<file path="src/rtl/pwm_quad_pkg.sv">
package pwm_quad_pkg;

    // Per-channel waveform state
    typedef enum logic [1:0] {
        CH_IDLE = 2'd0,   // stopped, output held high
        CH_HIGH = 2'd1,   // inside a period, high phase
        CH_LOW  = 2'd2    // inside a period, low phase
    } ch_state_e;

    // Register stride per channel is 8 bytes: high time at +0, period at +4
    localparam int unsigned CH_STRIDE_LOG2 = 3;
    localparam int unsigned SEL_BIT        = 2;

endpackage

</file>
<file path="src/rtl/pwm_quad_regs.sv">
module pwm_quad_regs
    import pwm_quad_pkg::*;
#(
    parameter int unsigned NUM_CH = 4,
    parameter int unsigned DATA_W = 32,
    parameter int unsigned ADDR_W = 8
) (
    input  logic                           clk,
    input  logic                           rst_n,
    input  logic                           bus_valid,
    input  logic                           bus_write,
    input  logic [ADDR_W-1:0]              bus_addr,
    input  logic [DATA_W-1:0]              bus_wdata,
    output logic                           bus_ready,
    output logic [DATA_W-1:0]              bus_rdata,
    output logic [NUM_CH-1:0][DATA_W-1:0]  sh_hi,
    output logic [NUM_CH-1:0][DATA_W-1:0]  sh_per
);

    localparam int unsigned IDX_W = ADDR_W - CH_STRIDE_LOG2;

    logic [IDX_W-1:0]  idx;
    logic              hit;
    logic              sel_per;
    logic [DATA_W-1:0] rd_mux;

    assign idx     = bus_addr[ADDR_W-1:CH_STRIDE_LOG2];
    assign sel_per = bus_addr[SEL_BIT];
    assign hit     = (bus_addr[1:0] == 2'b00) && (idx < IDX_W'(NUM_CH));

    // Shadow registers, one pair per channel
    for (genvar c = 0; c < NUM_CH; c++) begin : g_shadow
        logic wr_sel;
        assign wr_sel = bus_valid && bus_write && hit && (idx == IDX_W'(c));

        always_ff @(posedge clk or negedge rst_n) begin
            if (!rst_n) begin
                sh_hi[c]  <= '0;
                sh_per[c] <= '0;
            end else if (wr_sel) begin
                if (sel_per) sh_per[c] <= bus_wdata;
                else         sh_hi[c]  <= bus_wdata;
            end
        end
    end

    always_comb begin
        rd_mux = '0;
        for (int c = 0; c < NUM_CH; c++) begin
            if (idx == IDX_W'(c)) rd_mux = sel_per ? sh_per[c] : sh_hi[c];
        end
    end

    // One-cycle response for every access
    always_ff @(posedge clk or negedge rst_n) begin
        if (!rst_n) begin
            bus_ready <= 1'b0;
            bus_rdata <= '0;
        end else begin
            bus_ready <= bus_valid;
            bus_rdata <= (bus_valid && !bus_write && hit) ? rd_mux : '0;
        end
    end

    assert_ready_follows_R9: assert property (@(posedge clk) disable iff (!rst_n)
        bus_valid |=> bus_ready);
    assert_ready_quiet_R2: assert property (@(posedge clk) disable iff (!rst_n)
        !bus_valid |=> !bus_ready);
    assert_unmapped_zero_R9: assert property (@(posedge clk) disable iff (!rst_n)
        (bus_valid && !bus_write && !hit) |=> (bus_rdata == '0));

endmodule

</file>
<file path="src/rtl/pwm_quad_chan.sv">
module pwm_quad_chan
    import pwm_quad_pkg::*;
#(
    parameter int unsigned DATA_W = 32
) (
    input  logic              clk,
    input  logic              rst_n,
    input  logic [DATA_W-1:0] sh_hi,
    input  logic [DATA_W-1:0] sh_per,
    output logic              pwm_o
);

    ch_state_e         st, st_n;
    logic [DATA_W-1:0] cnt, cnt_n;
    logic [DATA_W-1:0] act_hi, act_per, hi_n, per_n;
    logic [DATA_W:0]   cnt_inc;
    logic              last;
    logic              sh_zero;

    assign sh_zero = (sh_hi == '0) && (sh_per == '0);
    assign cnt_inc = {1'b0, cnt} + 1'b1;
    assign last    = (cnt_inc >= {1'b0, act_per});

    // State register
    always_ff @(posedge clk or negedge rst_n) begin
        if (!rst_n) begin
            st      <= CH_IDLE;
            cnt     <= '0;
            act_hi  <= '0;
            act_per <= '0;
        end else begin
            st      <= st_n;
            cnt     <= cnt_n;
            act_hi  <= hi_n;
            act_per <= per_n;
        end
    end

    // Next state
    always_comb begin
        st_n  = st;
        cnt_n = cnt;
        hi_n  = act_hi;
        per_n = act_per;
        unique case (st)
            CH_IDLE: begin
                if (!sh_zero) begin                          // START
                    hi_n  = sh_hi;
                    per_n = sh_per;
                    cnt_n = '0;
                    st_n  = (sh_hi != '0) ? CH_HIGH : CH_LOW;
                end
            end
            CH_HIGH, CH_LOW: begin
                if (last) begin                              // RELOAD or HALT
                    hi_n  = sh_hi;
                    per_n = sh_per;
                    cnt_n = '0;
                    if (sh_zero)             st_n = CH_IDLE;
                    else if (sh_hi != '0)    st_n = CH_HIGH;
                    else                     st_n = CH_LOW;
                end else begin                               // HOLD or FALL
                    cnt_n = cnt_inc[DATA_W-1:0];
                    st_n  = (cnt_inc[DATA_W-1:0] < act_hi) ? CH_HIGH : CH_LOW;
                end
            end
            default: st_n = CH_IDLE;
        endcase
    end

    // Output
    always_comb begin
        pwm_o = (st != CH_LOW);
    end

    assert_cnt_in_period_R4: assert property (@(posedge clk) disable iff (!rst_n)
        (st != CH_IDLE && act_per != '0) |-> (cnt < act_per));
    assert_hold_mid_period_R7: assert property (@(posedge clk) disable iff (!rst_n)
        (st != CH_IDLE && !last) |=> ($stable(act_hi) && $stable(act_per)));
    assert_idle_cleared_R6: assert property (@(posedge clk) disable iff (!rst_n)
        (st == CH_IDLE) |-> (act_hi == '0 && act_per == '0 && pwm_o));
    assert_zero_high_low_R5: assert property (@(posedge clk) disable iff (!rst_n)
        (st != CH_IDLE && act_hi == '0) |-> !pwm_o);
    assert_full_high_R5: assert property (@(posedge clk) disable iff (!rst_n)
        (st != CH_IDLE && act_hi >= act_per) |-> pwm_o);

endmodule

</file>
<file path="src/rtl/pwm_quad.sv">
module pwm_quad
    import pwm_quad_pkg::*;
#(
    parameter int unsigned NUM_CH = 4,
    parameter int unsigned DATA_W = 32,
    parameter int unsigned ADDR_W = 8
) (
    input  logic              clk,
    input  logic              rst_n,
    input  logic              bus_valid,
    input  logic              bus_write,
    input  logic [ADDR_W-1:0] bus_addr,
    input  logic [DATA_W-1:0] bus_wdata,
    output logic              bus_ready,
    output logic [DATA_W-1:0] bus_rdata,
    output logic [NUM_CH-1:0] pwm_out
);

    logic [NUM_CH-1:0][DATA_W-1:0] sh_hi;
    logic [NUM_CH-1:0][DATA_W-1:0] sh_per;

    pwm_quad_regs #(
        .NUM_CH (NUM_CH),
        .DATA_W (DATA_W),
        .ADDR_W (ADDR_W)
    ) u_regs (
        .clk       (clk),
        .rst_n     (rst_n),
        .bus_valid (bus_valid),
        .bus_write (bus_write),
        .bus_addr  (bus_addr),
        .bus_wdata (bus_wdata),
        .bus_ready (bus_ready),
        .bus_rdata (bus_rdata),
        .sh_hi     (sh_hi),
        .sh_per    (sh_per)
    );

    for (genvar c = 0; c < NUM_CH; c++) begin : g_chan
        pwm_quad_chan #(
            .DATA_W (DATA_W)
        ) u_chan (
            .clk    (clk),
            .rst_n  (rst_n),
            .sh_hi  (sh_hi[c]),
            .sh_per (sh_per[c]),
            .pwm_o  (pwm_out[c])
        );
    end

endmodule

</file>
<file path="config.mk">
export PLATFORM = sky130hd
export DESIGN_NAME = pwm_quad
export DESIGN_NICKNAME = d
export VERILOG_FILES = /design/src/rtl/pwm_quad_pkg.sv /design/src/rtl/pwm_quad_regs.sv /design/src/rtl/pwm_quad_chan.sv /design/src/rtl/pwm_quad.sv
export SDC_FILE = /design/constraint.sdc
export NUM_CORES = 1
export LEC_CHECK = 0
export ABC_AREA = 1
export BUFFER_PORTS_ARGS = -buffer_cell sky130_fd_sc_hd__buf_2
export CORE_MARGIN = 1.5
export CORE_UTILIZATION = 50
export DETAILED_ROUTE_END_ITERATION = 7
export PLACE_DENSITY = 0.7
export SLEW_MARGIN = 5
export SYNTH_ARGS = -nofsm -noshare
export SYNTH_HDL_FRONTEND = slang
export SYNTH_HIERARCHICAL = 1
export SYNTH_SLANG_ARGS = --single-unit
export TNS_END_PERCENT = 1
</file>
<file path="constraint.sdc">
create_clock -name clk -period 8.65 [get_ports clk]
set_input_delay 2.1625 -clock clk [delete_from_list [all_inputs] [get_ports clk]]
set_output_delay 2.1625 -clock clk [all_outputs]
set_load 0.005 [all_outputs]
</file>
==> metrics.txt, run 1 <==
status finished clean; GRT Residual Overflow 0; synth cell count leaders nand2_1, inv_1, dfrtp_1, nor2_1, nand4_1; Root Driver clkbuf_16; # resized after CTS 0; layout cells sized above 1 0.0785; WL per Instance 18.7 um; Relative slew margins 0.301; setup violators final 0; Initial Util 0.507; Post-DRT Antenna Nets 0; cts bufs inserted 76; Setup Fix Bufs, Post-CTS 0; delay-heaviest family, CP simple AND/OR/NAND/NOR gates; CTS tree built; H-Tree Depth 3; CP startpoint kind flop; Netlist cell types 45; die width 289 um; Hold Slack 0.471 ns; Critical Path AT 5.49 ns; global-route wire length before repair 191 mm; initial antenna violation count 10; Post-synth EDFFs 0; prevailing post-synth register cell dfrtp_1; top cells by area, synth dfrtp_1, nand2_1, ha_1; fin nets 5,708; Top cell by count, worst path nand2_1; die area 83,700 sq um; Max VDD drop 0.240 mV; slowest stage cell, crit path buf_4; Least-Margin Pin Slew 1.05 ns; CTS Hold Bufs 0; # port buffers 80; Synth Instances 5,466; WP data required 9.20 ns; crit-path max FO 66; Syn-to-layout area delta 8.00%; vias after detailed routing 35,900; post-DR vias/cell 5.51; PD cells 263 nW/um^2; placed cells 6,378; Seq/Total Area, Yosys 0.416; Final TNS setup 0 ns; Worst Skew 0.0318 ns; Period minus WS final 4.93 ns; post-synthesis instance area 41,000 sq um; max-cap violation count 0; DP Area 41,700 sq um; R2R depth 21; Pins Over Slew Limit 0; post-synthesis async set-or-reset flop share 1.00; CTS Buffer Depth 3; Final Power 0.0117 W; FP Rows 104; FF+latch count, synth 681; min-delay worst type reg -> reg; unrepaired setup endpoints after global routing false; Fill cells 7,509; total track usage 0.292; Peak Freq 203 MHz; critical path depth 21; crit-path max cell delay 0.70 ns; critical path cell sequence ha_1, nand2_2, nor2_4, nand2_1, nor3_1, nand3_1, xor2_1, inv_1, ha_1, nand2_1, nor2_1, nand2_1, nor2_1, nand2_1, nand3_2, a21oi_2, nand3_4, nand2_4, buf_4, nor2_1, a21oi_1; vias in the first global route 33,600; fin crit share 0.570; Ports 81; Leak 23.8 nW; Setup CP Type reg -> reg; area of the core 80,800 sq um; clock tree sinks 681; HPWL Detailed 86.2 mm; chip height 289 um; total wire length 122 mm; Hold Vio Cnt, Final 0; Yosys top cell by area dfrtp_1; most instantiated library cell after synthesis nand2_1; CP bufs+invs 2; Clock transition at path regs 0.06 ns; share of the synthesized area in the top cell type 0.416; Final Cell Area 44,300 sq um; worst hold stages 2; Detailed Route Iter0 Violations 4,208; crit end category flop; syn_nets 5,778; Clock Latency Late Sink 0.64 ns; Yosys warning count 6; 1st-pass router iterations 6; DRC Markers 0; final non-filler cell total 6,514; largest net degree at the start of global routing 122; synthesized area per cell 7.50 sq um; Final Wtd Congestion 0.906
-- layout by cell type, fill, tap and decap left out, types with 7 or more instances in the layout --
| master | netlist | final |
|---|---|---|
| clkbuf_16 | 0 | 77 |
| or2_2 | 39 | 39 |
| nor4_1 | 29 | 29 |
| buf_2 | 135 | 78 |
| ha_1 | 268 | 268 |
| dfrtp_1 | 681 | 681 |
| clkbuf_1 | 61 | 19 |
| o21ai_1 | 8 | 8 |
| inv_2 | 10 | 11 |
| o21ai_0 | 162 | 162 |
| a21oi_1 | 232 | 232 |
| bufinv_16 | 0 | 7 |
| clkbuf_8 | 0 | 20 |
| nand4_1 | 298 | 298 |
| nand3_1 | 205 | 205 |
| inv_1 | 740 | 738 |
| buf_4 | 21 | 38 |
| nor2_4 | 11 | 16 |
| o22ai_1 | 80 | 80 |
| a21oi_2 | 78 | 78 |
| o21a_1 | 7 | 7 |
| xor2_1 | 84 | 84 |
| nand2_2 | 15 | 15 |
| nand2_1 | 1520 | 1520 |
| a21o_1 | 10 | 10 |
| nor3_1 | 60 | 60 |
| nor2_1 | 610 | 606 |
| o21ai_2 | 8 | 8 |
-- flip-flops by register name, indices dropped and copies added (netlist names) --
name,cells
g_chan.u_chan/act_per,128
u_regs/sh_per,128
u_regs/bus_rdata,32
g_chan.u_chan/act_hi,128
g_chan.u_chan/cnt,128
g_chan.u_chan/st,8
u_regs/bus_ready,1
u_regs/sh_hi,128
-- worst register-to-register path: stages, from the launching register on --
cell and delay [ns]:
dfrtp_1 0.54, ha_1 0.26, nand2_2 0.08, nor2_4 0.12, nand2_1 0.10, nor3_1 0.53, nand3_1 0.16, xor2_1 0.23
inv_1 0.10, ha_1 0.31, nand2_1 0.10, nor2_1 0.05, nand2_1 0.07, nor2_1 0.04, nand2_1 0.07, nand3_2 0.08
a21oi_2 0.17, nand3_4 0.15, nand2_4 0.63, buf_4 0.74, nor2_1 0.14, a21oi_1 0.17
-- routing by layer --
metal | wire (um) | part of all wire | track usage
met5 | 89 | 0.00073 | 0
met4 | 4210 | 0.035 | 0.104
met1 | 52500 | 0.43 | 0.408
met2 | 54000 | 0.44 | 0.445
met3 | 11100 | 0.091 | 0.0647
-- cells by family (layout without fill, tap and decap cells) --
logic type,count (synthesis),count (layout),share of synthesized area
compound gates,592,592,0.0841
xor+xnor,86,86,0.0184
fa+ha+maj,268,268,0.0818
buf+inv,1019,1006,0.104
flops,681,681,0.416
mux,1,1,0.000244
other cells,0,1,0
simple gates,2819,2819,0.296
-- worst paths after layout --
check                           slack (ns)                                    from                                  endpoint
worst max-delay path                  3.72     g_chan[0].u_chan/cnt[0]$_DFFE_PN0P_  g_chan[0].u_chan/act_per[16]$_DFFE_PN0P_
worst min-delay path                  0.47  g_chan[1].u_chan/act_hi[0]$_DFFE_PN0P_    g_chan[1].u_chan/act_hi[0]$_DFFE_PN0P_
worst max register to register        3.72     g_chan[0].u_chan/cnt[0]$_DFFE_PN0P_  g_chan[0].u_chan/act_per[16]$_DFFE_PN0P_
worst min register to register        0.47  g_chan[1].u_chan/act_hi[0]$_DFFE_PN0P_    g_chan[1].u_chan/act_hi[0]$_DFFE_PN0P_
max in group asynchronous             5.30                                   rst_n   g_chan[0].u_chan/act_per[2]$_DFFE_PN0P_
min in group asynchronous             1.58                                   rst_n       g_chan[3].u_chan/cnt[8]$_DFFE_PN0P_
-- where the power goes --
part	total, W	internal [W]	switching, W	leakage, nW
Sequential	0.00399	0.00380	0.000190	9.08
Combinational	0.00428	0.00128	0.00299	13.4
Clock	0.00339	0.00201	0.00138	1.26
-- layout make-up --
| type | instances | area (sq um) | share of cell area |
|---|---|---|---|
| Multi-Input combinational cell | 3766 | 19700 | 0.446 |
| Sequential cell | 681 | 17000 | 0.385 |
| Inverter | 750 | 2820 | 0.0637 |
| Clock buffer | 115 | 2260 | 0.0511 |
| Tap cell | 1060 | 1330 | 0.0300 |
| Timing Repair Buffer | 121 | 764 | 0.0173 |
| Clock inverter | 20 | 314 | 0.00710 |
| Antenna cell | 1 | 2.50 | 0.0000565 |
-- stage by stage --
stage,util,worst slack [ns]
floorplan,-,5.44
global placement,0.516,3.64
detailed placement,0.516,3.55
CTS,0.548,3.76
global route,0.548,3.26
finish,0.548,3.72
Power figures use the tool's default switching activity.
==> inputs of run 2 (changes only) <==
- PLACE_DENSITY: 0.7 -> 0.72
- clock period: 8.65 -> 3.96 ns (I/O delays scaled with it)
==> run 2 against run 1 <==
  * Clock-buffer cell count is 3 higher
  * Via count is 2.4% higher
  * Clock power is 110% higher
  * Die area stayed put
  * Flip-flop and latch count stayed put
  * Critical path type unchanged
  * Largest cell class unchanged
==> metrics.txt, run 2 (same netlist as run 1, synthesis figures left out) <==
Detailed Route Iter0 Violations 4,072; total track usage 0.295; Leak 24.3 nW; r2r setup slk 0.18 ns; commonest non-fill, non-tap cell in the layout nand2_1; layout cells sized above 1 0.0942; setup violators final 0; HPWL Detailed 88.0 mm; 1st-pass router iterations 6; Least-Margin Pin Slew 1.03 ns; vias after detailed routing 36,800; crit end category flop; pre-CTS setup slack 0.136 ns; initial antenna violation count 6; Final Wtd Congestion 0.921; Root Driver clkbuf_16; crit-path max FO 26; Syn-to-layout area delta 10.5%; unrepaired setup endpoints after global routing true; Final Power 0.0260 W; FP Rows 104; Peak Freq 265 MHz; Period minus WS final 3.78 ns; DRC Markers 0; WL per Instance 18.6 um; CP startpoint kind flop; global-route wire length before repair 194 mm; switching portion of total power 0.392; post-DR vias/cell 5.57; critical path cell sequence ha_1, nand2_2, nor2_4, nand2_2, nor2_4, nand3_2, nor3_2, xor2_1, inv_1, ha_1, nand2_1, nor3_2, nand3_1, nor3_1, nand2_1, nand3_4, nor2_4, inv_2, o21ai_0; vias in the first global route 34,600; most frequent cells in the layout nand2_1, inv_1, dfrtp_1; Fill cells 7,379; Max VDD drop 0.672 mV; Logic pwr share 0.392; delay-heaviest family, CP simple AND/OR/NAND/NOR gates; fin crit share 0.953; min-delay worst type in -> async; CTS Buffer Depth 3; DP Area 42,600 sq um; area of the core 80,800 sq um; Critical Path AT 4.27 ns; Setup WS post-layout 0.185 ns; internal power 0.0158 W; cts bufs inserted 77; slowest stage cell, crit path dfrtp_1; CP bufs+invs 2; Final Cell Area 45,300 sq um; max-cap violation count 0; Ports 81; placed cells 6,456; Top cell by count, worst path nor2_4; Post-DRT Antenna Nets 0; status finished clean; # port buffers 80; Clk network pwr share 0.275; sequential share of power 0.333; H-Tree Depth 3; largest net degree at the start of global routing 123; Hold Slack 0.290 ns; Reg area 17,000 sq um; Sw Pwr 0.0102 W; crit-path max cell delay 0.39 ns; Worst Skew 0.0288 ns; total wire length 123 mm; PD cells 575 nW/um^2; Setup CP Type reg -> reg; Clock Latency Late Sink 0.63 ns; Initial Util 0.507; area of the multi-input gates 19,800 sq um; die width 289 um; die area 83,700 sq um; fin nets 5,792; CTS tree built; WP data required 4.45 ns; Clock transition at path regs 0.06 ns; Relative slew margins 0.315; clock tree sinks 681; Hold Vio Cnt, Final 0; GRT Residual Overflow 0; final non-filler cell total 6,604; Pins Over Slew Limit 0; chip height 289 um
run 2: cell count changes in the layout (fill, tap and decap cells not counted), sizes merged:
cell,change
buf,+79
inv,-2
diode,+4
clkinvlp,+2
bufinv,-4
clkbuf,+5
nand2,+2
clkinv,+4
run 2: worst register-to-register path: stages (launching register included):
cell	delay, ns
dfrtp_1	0.39
ha_1	0.22
nand2_2	0.08
nor2_4	0.12
nand2_2	0.11
nor2_4	0.19
nand3_2	0.14
nor3_2	0.17
xor2_1	0.21
inv_1	0.09
ha_1	0.30
nand2_1	0.11
nor3_2	0.26
nand3_1	0.13
nor3_1	0.18
nand2_1	0.13
nand3_4	0.17
nor2_4	0.09
inv_2	0.38
o21ai_0	0.16
run 2: cell type report:
type / count / share of cell area
timing repair buffer: 202 / 0.0379
tap: 1060 / 0.0293
clock inverter: 20 / 0.00486
inverter: 750 / 0.0624
antenna: 5 / 0.000276
sequential: 681 / 0.376
multi-input combinational: 3768 / 0.438
clock buffer: 118 / 0.0505
run 2: what timing repair did:
| action | in CTS | in global routing |
|---|---|---|
| hold endpoints to repair | 0 | 0 |
| resized for setup | 0 | 20 |
| hold buffers | 0 | 0 |
| buffers inserted | 0 | 1 |
| setup endpoints to repair | 0 | 248 |
run 2: path summary, 6_finish.rpt:
check,end,start,cells after the start
min in group clk,g_chan[2].u_chan/act_hi[0]$_DFFE_PN0P_,g_chan[2].u_chan/act_hi[0]$_DFFE_PN0P_,2
worst max register to register,g_chan[2].u_chan/cnt[24]$_DFFE_PN0P_,g_chan[2].u_chan/cnt[1]$_DFFE_PN0P_,19
worst max-delay path,g_chan[2].u_chan/cnt[24]$_DFFE_PN0P_,g_chan[2].u_chan/cnt[1]$_DFFE_PN0P_,19
worst min register to register,g_chan[2].u_chan/act_hi[0]$_DFFE_PN0P_,g_chan[2].u_chan/act_hi[0]$_DFFE_PN0P_,2
max in group asynchronous,g_chan[0].u_chan/act_per[4]$_DFFE_PN0P_,rst_n,2
worst min-delay path,g_chan[3].u_chan/cnt[7]$_DFFE_PN0P_,rst_n,1
run 2: power by group through the flow:
stage	logic (W)	registers (W)	clock network, W
final	0.0102	0.00868	0.00716
after global routing	0.0115	0.00880	0.00753
after CTS	0.00989	0.00868	0.00726
after detailed placement	0.00982	0.00880	0
after global placement	0.00947	0.00875	0
after floorplan	0.00758	0.00870	0
run 2: routing by layer:
metal,vias up,part of all wire,global-route usage
li1,17500,-,-
met1,17500,0.43,0.412
met2,1520,0.44,0.447
met3,265,0.087,0.0596
met4,6,0.041,0.121
met5,-,0.00030,0
run 2: through the flow:
stage,util,setup TNS (ns)
floorplan,-,0
global placement,0.527,0
detailed placement,0.527,0
CTS,0.558,0
global route,0.560,-2.43
finish,0.560,0
